==> src/rtl/fwsc_pkg.sv <==
package fwsc_pkg;

    localparam int WAIT_W = 4;
    localparam int PER_W  = 3;
    localparam int CTRL_W = PER_W + WAIT_W + 1;

    typedef struct packed {
        logic [PER_W-1:0]  clk_per;
        logic [WAIT_W-1:0] wait_n;
        logic              burst_en;
    } ctrl_t;

    localparam ctrl_t CTRL_RESET = '{clk_per: '1, wait_n: '1, burst_en: 1'b0};

    typedef enum logic [2:0] {
        ST_IDLE,
        ST_GAP,
        ST_ADDR,
        ST_WAIT,
        ST_DONE,
        ST_BURST,
        ST_REGACK
    } acc_state_e;

    function automatic logic clk_too_fast(input logic [PER_W-1:0] per,
                                          input int sys_ns, input int min_ns);
        return (int'(per) * sys_ns) < min_ns;
    endfunction

endpackage

==> src/rtl/fwsc_ctrl_reg.sv <==
module fwsc_ctrl_reg
    import fwsc_pkg::*;
#(
    parameter int MODE_SRC = 0
) (
    input  logic              clk,
    input  logic              rst,
    input  logic              we,
    input  logic [CTRL_W-1:0] wdata,
    input  logic              gpio_burst,
    output ctrl_t             ctrl,
    output logic              burst_mode
);
    logic [1:0] gpio_sync;

    always_ff @(posedge clk) begin
        if (rst) begin
            ctrl <= CTRL_RESET;
        end else if (we) begin
            ctrl <= ctrl_t'(wdata);
        end
    end

    // two-flop synchronizer for the external level
    always_ff @(posedge clk) begin
        if (rst) begin
            gpio_sync <= 2'b00;
        end else begin
            gpio_sync <= {gpio_sync[0], gpio_burst};
        end
    end

    assign burst_mode = (MODE_SRC == 1) ? gpio_sync[1] : ctrl.burst_en;

endmodule

==> src/rtl/fwsc_clk_gen.sv <==
module fwsc_clk_gen
    import fwsc_pkg::*;
#(
    parameter int SYS_CLK_NS = 20,
    parameter int MIN_CLK_NS = 25
) (
    input  logic             clk,
    input  logic             rst,
    input  logic [PER_W-1:0] period,
    output logic             flash_clk,
    output logic             cfg_err
);
    localparam logic [PER_W-1:0] ONE = PER_W'(1);

    logic [PER_W-1:0] cnt;
    logic [PER_W-1:0] cnt_nxt;
    logic [PER_W-1:0] half;

    assign cfg_err = clk_too_fast(period, SYS_CLK_NS, MIN_CLK_NS);
    assign half    = period >> 1;

    always_comb begin
        if (cnt >= period - ONE) begin
            cnt_nxt = '0;
        end else begin
            cnt_nxt = cnt + ONE;
        end
    end

    always_ff @(posedge clk) begin
        if (rst || cfg_err) begin
            cnt       <= '0;
            flash_clk <= 1'b0;
        end else begin
            cnt       <= cnt_nxt;
            flash_clk <= (cnt_nxt < half);
        end
    end

endmodule

==> src/rtl/fwsc_access_fsm.sv <==
module fwsc_access_fsm
    import fwsc_pkg::*;
#(
    parameter int AW      = 16,
    parameter int USE_ADV = 1
) (
    input  logic              clk,
    input  logic              rst,
    input  logic              start,
    input  logic              reg_wr,
    input  logic [AW-1:0]     addr,
    input  logic              burst_mode,
    input  logic [WAIT_W-1:0] wait_n,
    input  logic              flash_wait,
    output logic              reg_we,
    output logic              ready,
    output logic              adv_n,
    output logic              ce_n,
    output logic [AW-1:0]     faddr,
    output logic              acc_burst
);
    localparam logic [WAIT_W-1:0] ONE = WAIT_W'(1);

    acc_state_e        st, st_n;
    logic [WAIT_W-1:0] cnt, cnt_n;
    logic              completing;
    logic              accept;
    logic              ce_on;

    assign ce_on      = (st == ST_ADDR) || (st == ST_WAIT) ||
                        (st == ST_DONE) || (st == ST_BURST);
    assign completing = (st == ST_DONE) || (st == ST_REGACK) ||
                        ((st == ST_BURST) && !flash_wait);
    assign accept     = start && ((st == ST_IDLE) || completing);
    assign reg_we     = accept && reg_wr;
    assign ready      = completing;
    assign ce_n       = !ce_on;

    always_comb begin
        st_n  = st;
        cnt_n = cnt;
        unique case (st)
            ST_IDLE: st_n = ST_IDLE;
            ST_GAP:  st_n = ST_ADDR;
            ST_ADDR: begin
                if (acc_burst) begin
                    st_n = ST_BURST;
                end else if (wait_n == '0) begin
                    st_n = ST_DONE;
                end else begin
                    st_n  = ST_WAIT;
                    cnt_n = wait_n - ONE;
                end
            end
            ST_WAIT: begin
                if (cnt == '0) begin
                    st_n = ST_DONE;
                end else begin
                    cnt_n = cnt - ONE;
                end
            end
            ST_DONE, ST_REGACK: st_n = ST_IDLE;
            ST_BURST: begin
                if (!flash_wait) begin
                    st_n = ST_IDLE;
                end
            end
            default: st_n = ST_IDLE;
        endcase
        if (accept) begin
            if (reg_wr) begin
                st_n = ST_REGACK;
            end else if ((USE_ADV == 0) && ce_on) begin
                st_n = ST_GAP;
            end else begin
                st_n = ST_ADDR;
            end
        end
    end

    always_ff @(posedge clk) begin
        if (rst) begin
            st        <= ST_IDLE;
            cnt       <= '0;
            faddr     <= '0;
            acc_burst <= 1'b0;
        end else begin
            st  <= st_n;
            cnt <= cnt_n;
            if (accept && !reg_wr) begin
                faddr     <= addr;
                acc_burst <= burst_mode;
            end
        end
    end

    generate
        if (USE_ADV != 0) begin : g_adv
            assign adv_n = (st != ST_ADDR);
        end else begin : g_no_adv
            assign adv_n = 1'b1;
        end
    endgenerate

endmodule

==> src/rtl/flash_boot_wsc.sv <==
module flash_boot_wsc
    import fwsc_pkg::*;
#(
    parameter int AW         = 16,
    parameter int MODE_SRC   = 0,
    parameter int USE_ADV    = 1,
    parameter int SYS_CLK_NS = 20,
    parameter int MIN_CLK_NS = 25
) (
    input  logic          clk,
    input  logic          rst,
    input  logic          cpu_start,
    input  logic          cpu_reg_wr,
    input  logic [AW-1:0] cpu_addr,
    input  logic [7:0]    cpu_wdata,
    output logic          cpu_ready,
    input  logic          gpio_burst,
    input  logic          flash_wait,
    output logic [AW-1:0] flash_addr,
    output logic          flash_adv_n,
    output logic          flash_ce_n,
    output logic          flash_clk,
    output logic          cfg_err,
    output logic          burst_mode
);
    ctrl_t ctrl;
    logic  reg_we;
    logic  acc_burst;

    fwsc_ctrl_reg #(.MODE_SRC(MODE_SRC)) u_reg (
        .clk        (clk),
        .rst        (rst),
        .we         (reg_we),
        .wdata      (cpu_wdata[CTRL_W-1:0]),
        .gpio_burst (gpio_burst),
        .ctrl       (ctrl),
        .burst_mode (burst_mode)
    );

    fwsc_access_fsm #(.AW(AW), .USE_ADV(USE_ADV)) u_fsm (
        .clk        (clk),
        .rst        (rst),
        .start      (cpu_start),
        .reg_wr     (cpu_reg_wr),
        .addr       (cpu_addr),
        .burst_mode (burst_mode),
        .wait_n     (ctrl.wait_n),
        .flash_wait (flash_wait),
        .reg_we     (reg_we),
        .ready      (cpu_ready),
        .adv_n      (flash_adv_n),
        .ce_n       (flash_ce_n),
        .faddr      (flash_addr),
        .acc_burst  (acc_burst)
    );

    fwsc_clk_gen #(.SYS_CLK_NS(SYS_CLK_NS), .MIN_CLK_NS(MIN_CLK_NS)) u_clk (
        .clk       (clk),
        .rst       (rst),
        .period    (ctrl.clk_per),
        .flash_clk (flash_clk),
        .cfg_err   (cfg_err)
    );

endmodule

==> config.mk <==
export PLATFORM = sky130hd
export DESIGN_NAME = flash_boot_wsc
export DESIGN_NICKNAME = d
export VERILOG_FILES = /design/src/rtl/fwsc_pkg.sv /design/src/rtl/fwsc_ctrl_reg.sv /design/src/rtl/fwsc_clk_gen.sv /design/src/rtl/fwsc_access_fsm.sv /design/src/rtl/flash_boot_wsc.sv
export SDC_FILE = /design/constraint.sdc
export NUM_CORES = 1
export LEC_CHECK = 0
export BUFFER_PORTS_ARGS = -buffer_cell sky130_fd_sc_hd__buf_2
export CORE_ASPECT_RATIO = 0.5
export CORE_MARGIN = 4
export CORE_UTILIZATION = 35
export DETAILED_ROUTE_END_ITERATION = 7
export GPL_TIMING_DRIVEN = 0
export PLACE_DENSITY_LB_ADDON = 0.08
export REMOVE_ABC_BUFFERS = 1
export SYNTH_ARGS = -nofsm -noshare
export SYNTH_HDL_FRONTEND = slang
export SYNTH_SLANG_ARGS = --single-unit
==> constraint.sdc <==
create_clock -name clk -period 3.1 [get_ports clk]
set_input_delay 0.31 -clock clk [delete_from_list [all_inputs] [get_ports clk]]
set_output_delay 0.31 -clock clk [all_outputs]
set_load 0.02 [all_outputs]
Yosys cells after proc, flatten, opt, wreduce, memory -nomap -nowiden --
Index checks and enable logic that the tools add are counted.
Word-level totals: register bits after elaboration 36, input port bits 30, output and inout port bits 22, logic and storage cells 61
Cells by class: $add $sub $neg 4, multiply operators 1, magnitude comparators 3, equal/unequal tests 12, muxes and demuxes 12, reduce and logical (&&, ||, !) cells 20
Operators with widths (number):
- $lt 32x6->1 const B | 1
- $mux 3 | 7
- $mux 4 | 3
- $pmux 3 s4 | 1
- $eq 3x3->1 const B | 3
- $ne 3x2->1 const B | 3
- $logic_not 4->1 | 2
- $pmux 4 s2 | 1
- $sub 4x1->4 const B | 2
- $logic_or 1x1->1 | 7
- $eq 3x2->1 const B | 2
- $mul 3x3->6 const B | 1
- $ne 2x2->1 const B | 3
- $logic_and 1x1->1 | 4
- $reduce_and 4->1 | 1
- $add 3x1->3 const B | 1
- $eq 3x1->1 const B | 1
- $ge 3x3->1 | 1
- $logic_not 1->1 | 3
- $logic_not 3->1 | 1
- $lt 3x2->1 | 1
- $sub 3x1->3 const B | 1
- $reduce_and 2->1 | 1
- $reduce_bool 2->1 | 1

Depth between registers and ports, before layout --
depth after elaboration 7, gate-level depth with buffers 10, depth with buffers taken out 10

Modules after synthesis --
From an unflattened synthesis, not the netlist that was laid out.
Unflattened totals: cell total of the unflattened synthesis 204, area total of the unflattened synthesis 1853.0 µm²
By module, submodules not included:
- fwsc_access_fsm | instances 1, cells each 143, area an instance 1211.2 µm², sequential area each 480.5 µm²
- fwsc_clk_gen | instances 1, cells each 34, area an instance 330.3 µm², sequential area each 80.1 µm²
- fwsc_ctrl_reg | instances 1, cells each 27, area an instance 311.5 µm², sequential area each 160.2 µm²

Worst setup path after synthesis --
No wires, ideal clock.
kind reg2reg, start point register, netlist name u_reg.ctrl[5], end point register u_clk.flash_clk, setup time 0.115 ns, data arrival time 2.117 ns, data required time 2.985 ns, setup slack 0.869 ns, stages on the path, launching flop included 11, buffers on the path 0, clock period less this slack 2.231 ns, cells stage by stage dfxtp_1 inv_1 ha_1 ha_1 a21o_1 a21oi_1 and2_1 ha_1 inv_1 o21ai_0 a2111oi_0
On the way: cells in the longest elaborated chain, start to end 4, elaborated cells between the ends (all ways) 7, those cells by class add/sub: 1; mul: 1; order compare: 3; mux: 1; reduce/logical: 1
Ends and longest elaborated chain:
- $sub 3x1->3 | line fwsc_clk_gen.sv:23 | if (cnt >= period - ONE) begin
- $ge 3x3->1 | line fwsc_clk_gen.sv:23
- $mux 3 | line fwsc_clk_gen.sv:23
- net u_clk.cnt_nxt[1] | line fwsc_clk_gen.sv:16 | logic [PER_W-1:0] cnt_nxt;
- $lt 3x2->1 | line fwsc_clk_gen.sv:36 | flash_clk <= (cnt_nxt < half);
- end signal, assigned | line fwsc_clk_gen.sv:36
- end, declared | line fwsc_clk_gen.sv:10 | output logic flash_clk,
The timed path passes the listed nets, and every way through them passes these cells. A chain may end at the register's enable or synchronous reset.

Worst setup path in the final report --
start point register, netlist name u_reg.ctrl[5], end point register u_clk.flash_clk
On the way: cells in the longest elaborated chain, start to end 4, elaborated cells between the ends (all ways) 7, those cells by class add/sub: 1; mul: 1; order compare: 3; mux: 1; reduce/logical: 1
Ends and longest elaborated chain (line):
- $sub 3x1->3 | fwsc_clk_gen.sv:23
- $ge 3x3->1 | fwsc_clk_gen.sv:23
- $mux 3 | fwsc_clk_gen.sv:23
- net u_clk.cnt_nxt[1] | fwsc_clk_gen.sv:16
- $lt 3x2->1 | fwsc_clk_gen.sv:36
The timed path passes the listed nets, and every way through them passes these cells.

==> metrics.md <==
| Metric | Value |
|---|---|
| Nets | 298 |
| Die X | 114 um |
| # hold bufs at CTS | 0 |
| Vias in the first global route | 1716 |
| Max FO, Critical Path | 5 |
| Max cap viols | 0 |
| Crit end category | register |
| Vias per Instance | 5.52 |
| Root Buffer | clkbuf_16 |
| Rows | 18 |
| DRT iter0 DRCs | about 80 |
| Antenna Cells | 0 |
| Slew Viols, Final | 0 |
| Gr usage total | 15.1% |
| Clk slew on worst S/H paths | 0.05 ns |
| Power per cell area | 586 nW/um^2 |
| Cells after Synth | 217 |
| Via count | 1805 |
| Synthesized area | 1970 sq um |
| Status | finished clean |
| Leakage | 0.00106 uW |
| Die extent in y | 61.1 um |
| Ys Warns | 0 |
| Synth-to-layout area growth | 21.2% |
| Largest net degree at the start of global routing | between 40 and 50 |
| CP Class | reg2reg |
| Max layer used | met4 |
| Inserted Clock Buffers | 5 |
| DR WL met2 | ~2.3 mm |
| # IOs | 52 |
| DRC violations left | 0 |
| Sequential fraction of the synthesis area | 36.6% |
| Placer Congestion | 0.728 |
| Period utilisation layout | 82.3% |
| Post-CTS Setup Bufs | 0 |
| Die Area | 6970 sq um |
| Worst Path Required | 3.24 ns |
| CTS resizes | 0 |
| Drt pass-1 iters | 4 |
| Port Buffer Count | 50 |
| Fraction of layout cells with a size suffix above 1 | 24.5% |
| GR Overflow Total | 0 |
| Final worst slack | 0.549 ns |
| Area taken by multi-input logic gates | ~1100 sq um |
| Final Hold Fails | 0 |
| Avg Synthesized Cell Area | 9.08 sq um |
| Placement Setup Slack | 0.514 ns |
| Clock Sinks | 36 |
| Min cycle time layout | 2.55 ns |
| H-tree depth | 2 |
| Rel. slew slack | 38.5% |
| RSZ-0062 raised after global routing | no |
| Worst Skew | 0.00288 ns |
| Yosys top cell by area | dfxtp_1 |
| Worst slew pin tran | a little over 0.9 ns |
| DRT met1 WL | 2.36 mm |
| Number of synthesized register bits | 36 |
| Buffer depth of the longest clock path | 2 |
| Predominant post-synthesis flop cell | dfxtp_1 |
| Fill cell count | 548 |
| Setup violations, final | 0 |
| Core Area | between 5000 and 6000 sq um |
| Top-area cell type share of the netlist area | 36.6% |
| Synth async-reset ratio | 0% |
| WL per Instance | 15.4 um |
| Synth cell types | 48 |
| Clock Latency Late Sink | 0.28 ns |
| Sequential Area | 721 sq um |
| Routed WL | around 5.0 mm |
| Initial antenna violation count | 0 |
| Kind of start point of the critical path | register |
| Antenna viol nets, final | 0 |
| CTS tree | yes |
| Initial Utilization | around two fifths |
| Met3 wire length | 260 um |
| Final TNS setup | 0 ns |
| Hold crit path type | in2reg |
| Placed wire-length estimate | between 3 and 4 mm |
| Number of synthesized flops with an enable pin | 0 |
| Max Clk Rate | just under 0.4 GHz |
| Peak supply drop | 0.248 mV |
| Largest cells by area after synthesis | dfxtp_1 (37%), ha_1 (7.6%), nand4b_1 (7.1%) |
| First-pass GRT wire length | 8.34 mm |
| WP data arrival | 2.69 ns |
[through the flow]
step / cell area, sq um / hold slack, ns / std cells / utilization (%) / total power [uW]
2_1_floorplan: 1900 / 0.378 / 199 / - / 784
3_3_place_gp: 2240 / 0.454 / 319 / 43.2 / 895
3_5_place_dp: 2240 / 0.463 / 319 / 43.3 / 904
4_1_cts: 2390 / 0.233 / 327 / 46.1 / 1420
5_1_grt: 2390 / 0.241 / 327 / 46.1 / 1490
6_report: 2390 / 0.235 / 327 / 46.1 / 1400
[flip-flops by register name, summed over array words and instances (netlist names)]
name              cells
u_clk.flash_clk       1
u_reg.ctrl            7
u_fsm.acc_burst       1
u_fsm.faddr          16
u_fsm.st              3
u_fsm.cnt             4
u_reg.burst_mode      1
u_clk.cnt             3
[cell usage after synthesis, types with 2 or more instances]
library cell / number
a22oi_1: 2
inv_1: 8
a211o_1: 4
nor3_1: 3
mux2i_1: 7
nand4b_1: 16
nand2b_1: 8
a21o_1: 4
xnor2_1: 2
o22ai_1: 2
clkbuf_1: 14
buf_2: 4
a21oi_1: 21
o31ai_1: 16
nand2_1: 3
nor4_1: 2
a31oi_1: 6
and3_1: 3
dfxtp_1: 36
nor3b_1: 2
nor2_1: 14
o21ai_0: 3
ha_1: 12
[cell type report]
type	instances	share of cell area (%)
Inverter	9	1.41
Sequential cell	36	30.2
Tap cell	70	3.67
Clock buffer	8	6.13
Timing Repair Buffer	50	10.5
Multi-Input combinational cell	154	48.1
[metal layers]
metal / vias up / global-route usage, %
met5: - / 0
met4: 0 / 5.58
met3: 7 / 4.12
met2: 36 / 25.0
met1: 862 / 19.4
li1: 900 / -
[kinds of logic after synthesis]
kind of cell,after synthesis,synth area share [%]
XOR/XNOR,2,0.889
multiplexers,7,3.56
flip-flops,36,36.6
adder cells (fa/ha/maj),12,7.62
AND/OR/NAND/NOR,62,20.9
buffers and inverters,27,5.40
AO/OA/AOI/OAI,71,25.1
[path summary, 6_finish.rpt]
path | endpoint | depth (start not counted) | slack (ns) | start
max | u_clk.flash_clk$_SDFF_PP0_ | 10 | 0.55 | u_reg.ctrl[5]$_SDFFE_PP1P_
min | u_reg.ctrl[5]$_SDFFE_PP1P_ | 2 | 0.23 | cpu_wdata[5]
max reg2reg | u_clk.flash_clk$_SDFF_PP0_ | 10 | 0.55 | u_reg.ctrl[5]$_SDFFE_PP1P_
min reg2reg | u_fsm.faddr[7]$_SDFFE_PP0P_ | 2 | 0.47 | u_fsm.faddr[7]$_SDFFE_PP0P_
[worst max-delay path, cell delays in order, from the launching register on]
cell and delay [ns]:
dfxtp_1 0.35, inv_1 0.09, ha_1 0.30, ha_1 0.27, a21o_1 0.16, a21oi_1 0.27
and2_1 0.18, ha_1 0.22, inv_1 0.06, o21ai_0 0.07, a2111oi_0 0.44
[layout by cell type, fill, tap and decap left out, types with 2 or more instances in the layout]
cell,count
nand2b_1,8
nor3b_1,2
a31oi_1,6
buf_2,50
clkbuf_1,2
o21ai_0,3
nand4b_1,16
inv_1,8
o31ai_1,16
a22oi_1,2
a21o_1,4
nor2_1,14
mux2i_1,7
nand2_1,3
ha_1,12
a21oi_1,21
xnor2_1,2
dfxtp_1,36
clkbuf_16,5
nor4_1,2
and3_1,3
nor3_1,3
a211o_1,4
[where the power goes]
group | internal (uW) | total (uW) | switching [uW]
clock network | 321 | 506 | 186
logic | 138 | 343 | 205
registers | 509 | 551 | 42.6
No activity file was read; power rests on OpenSTA's default activity.
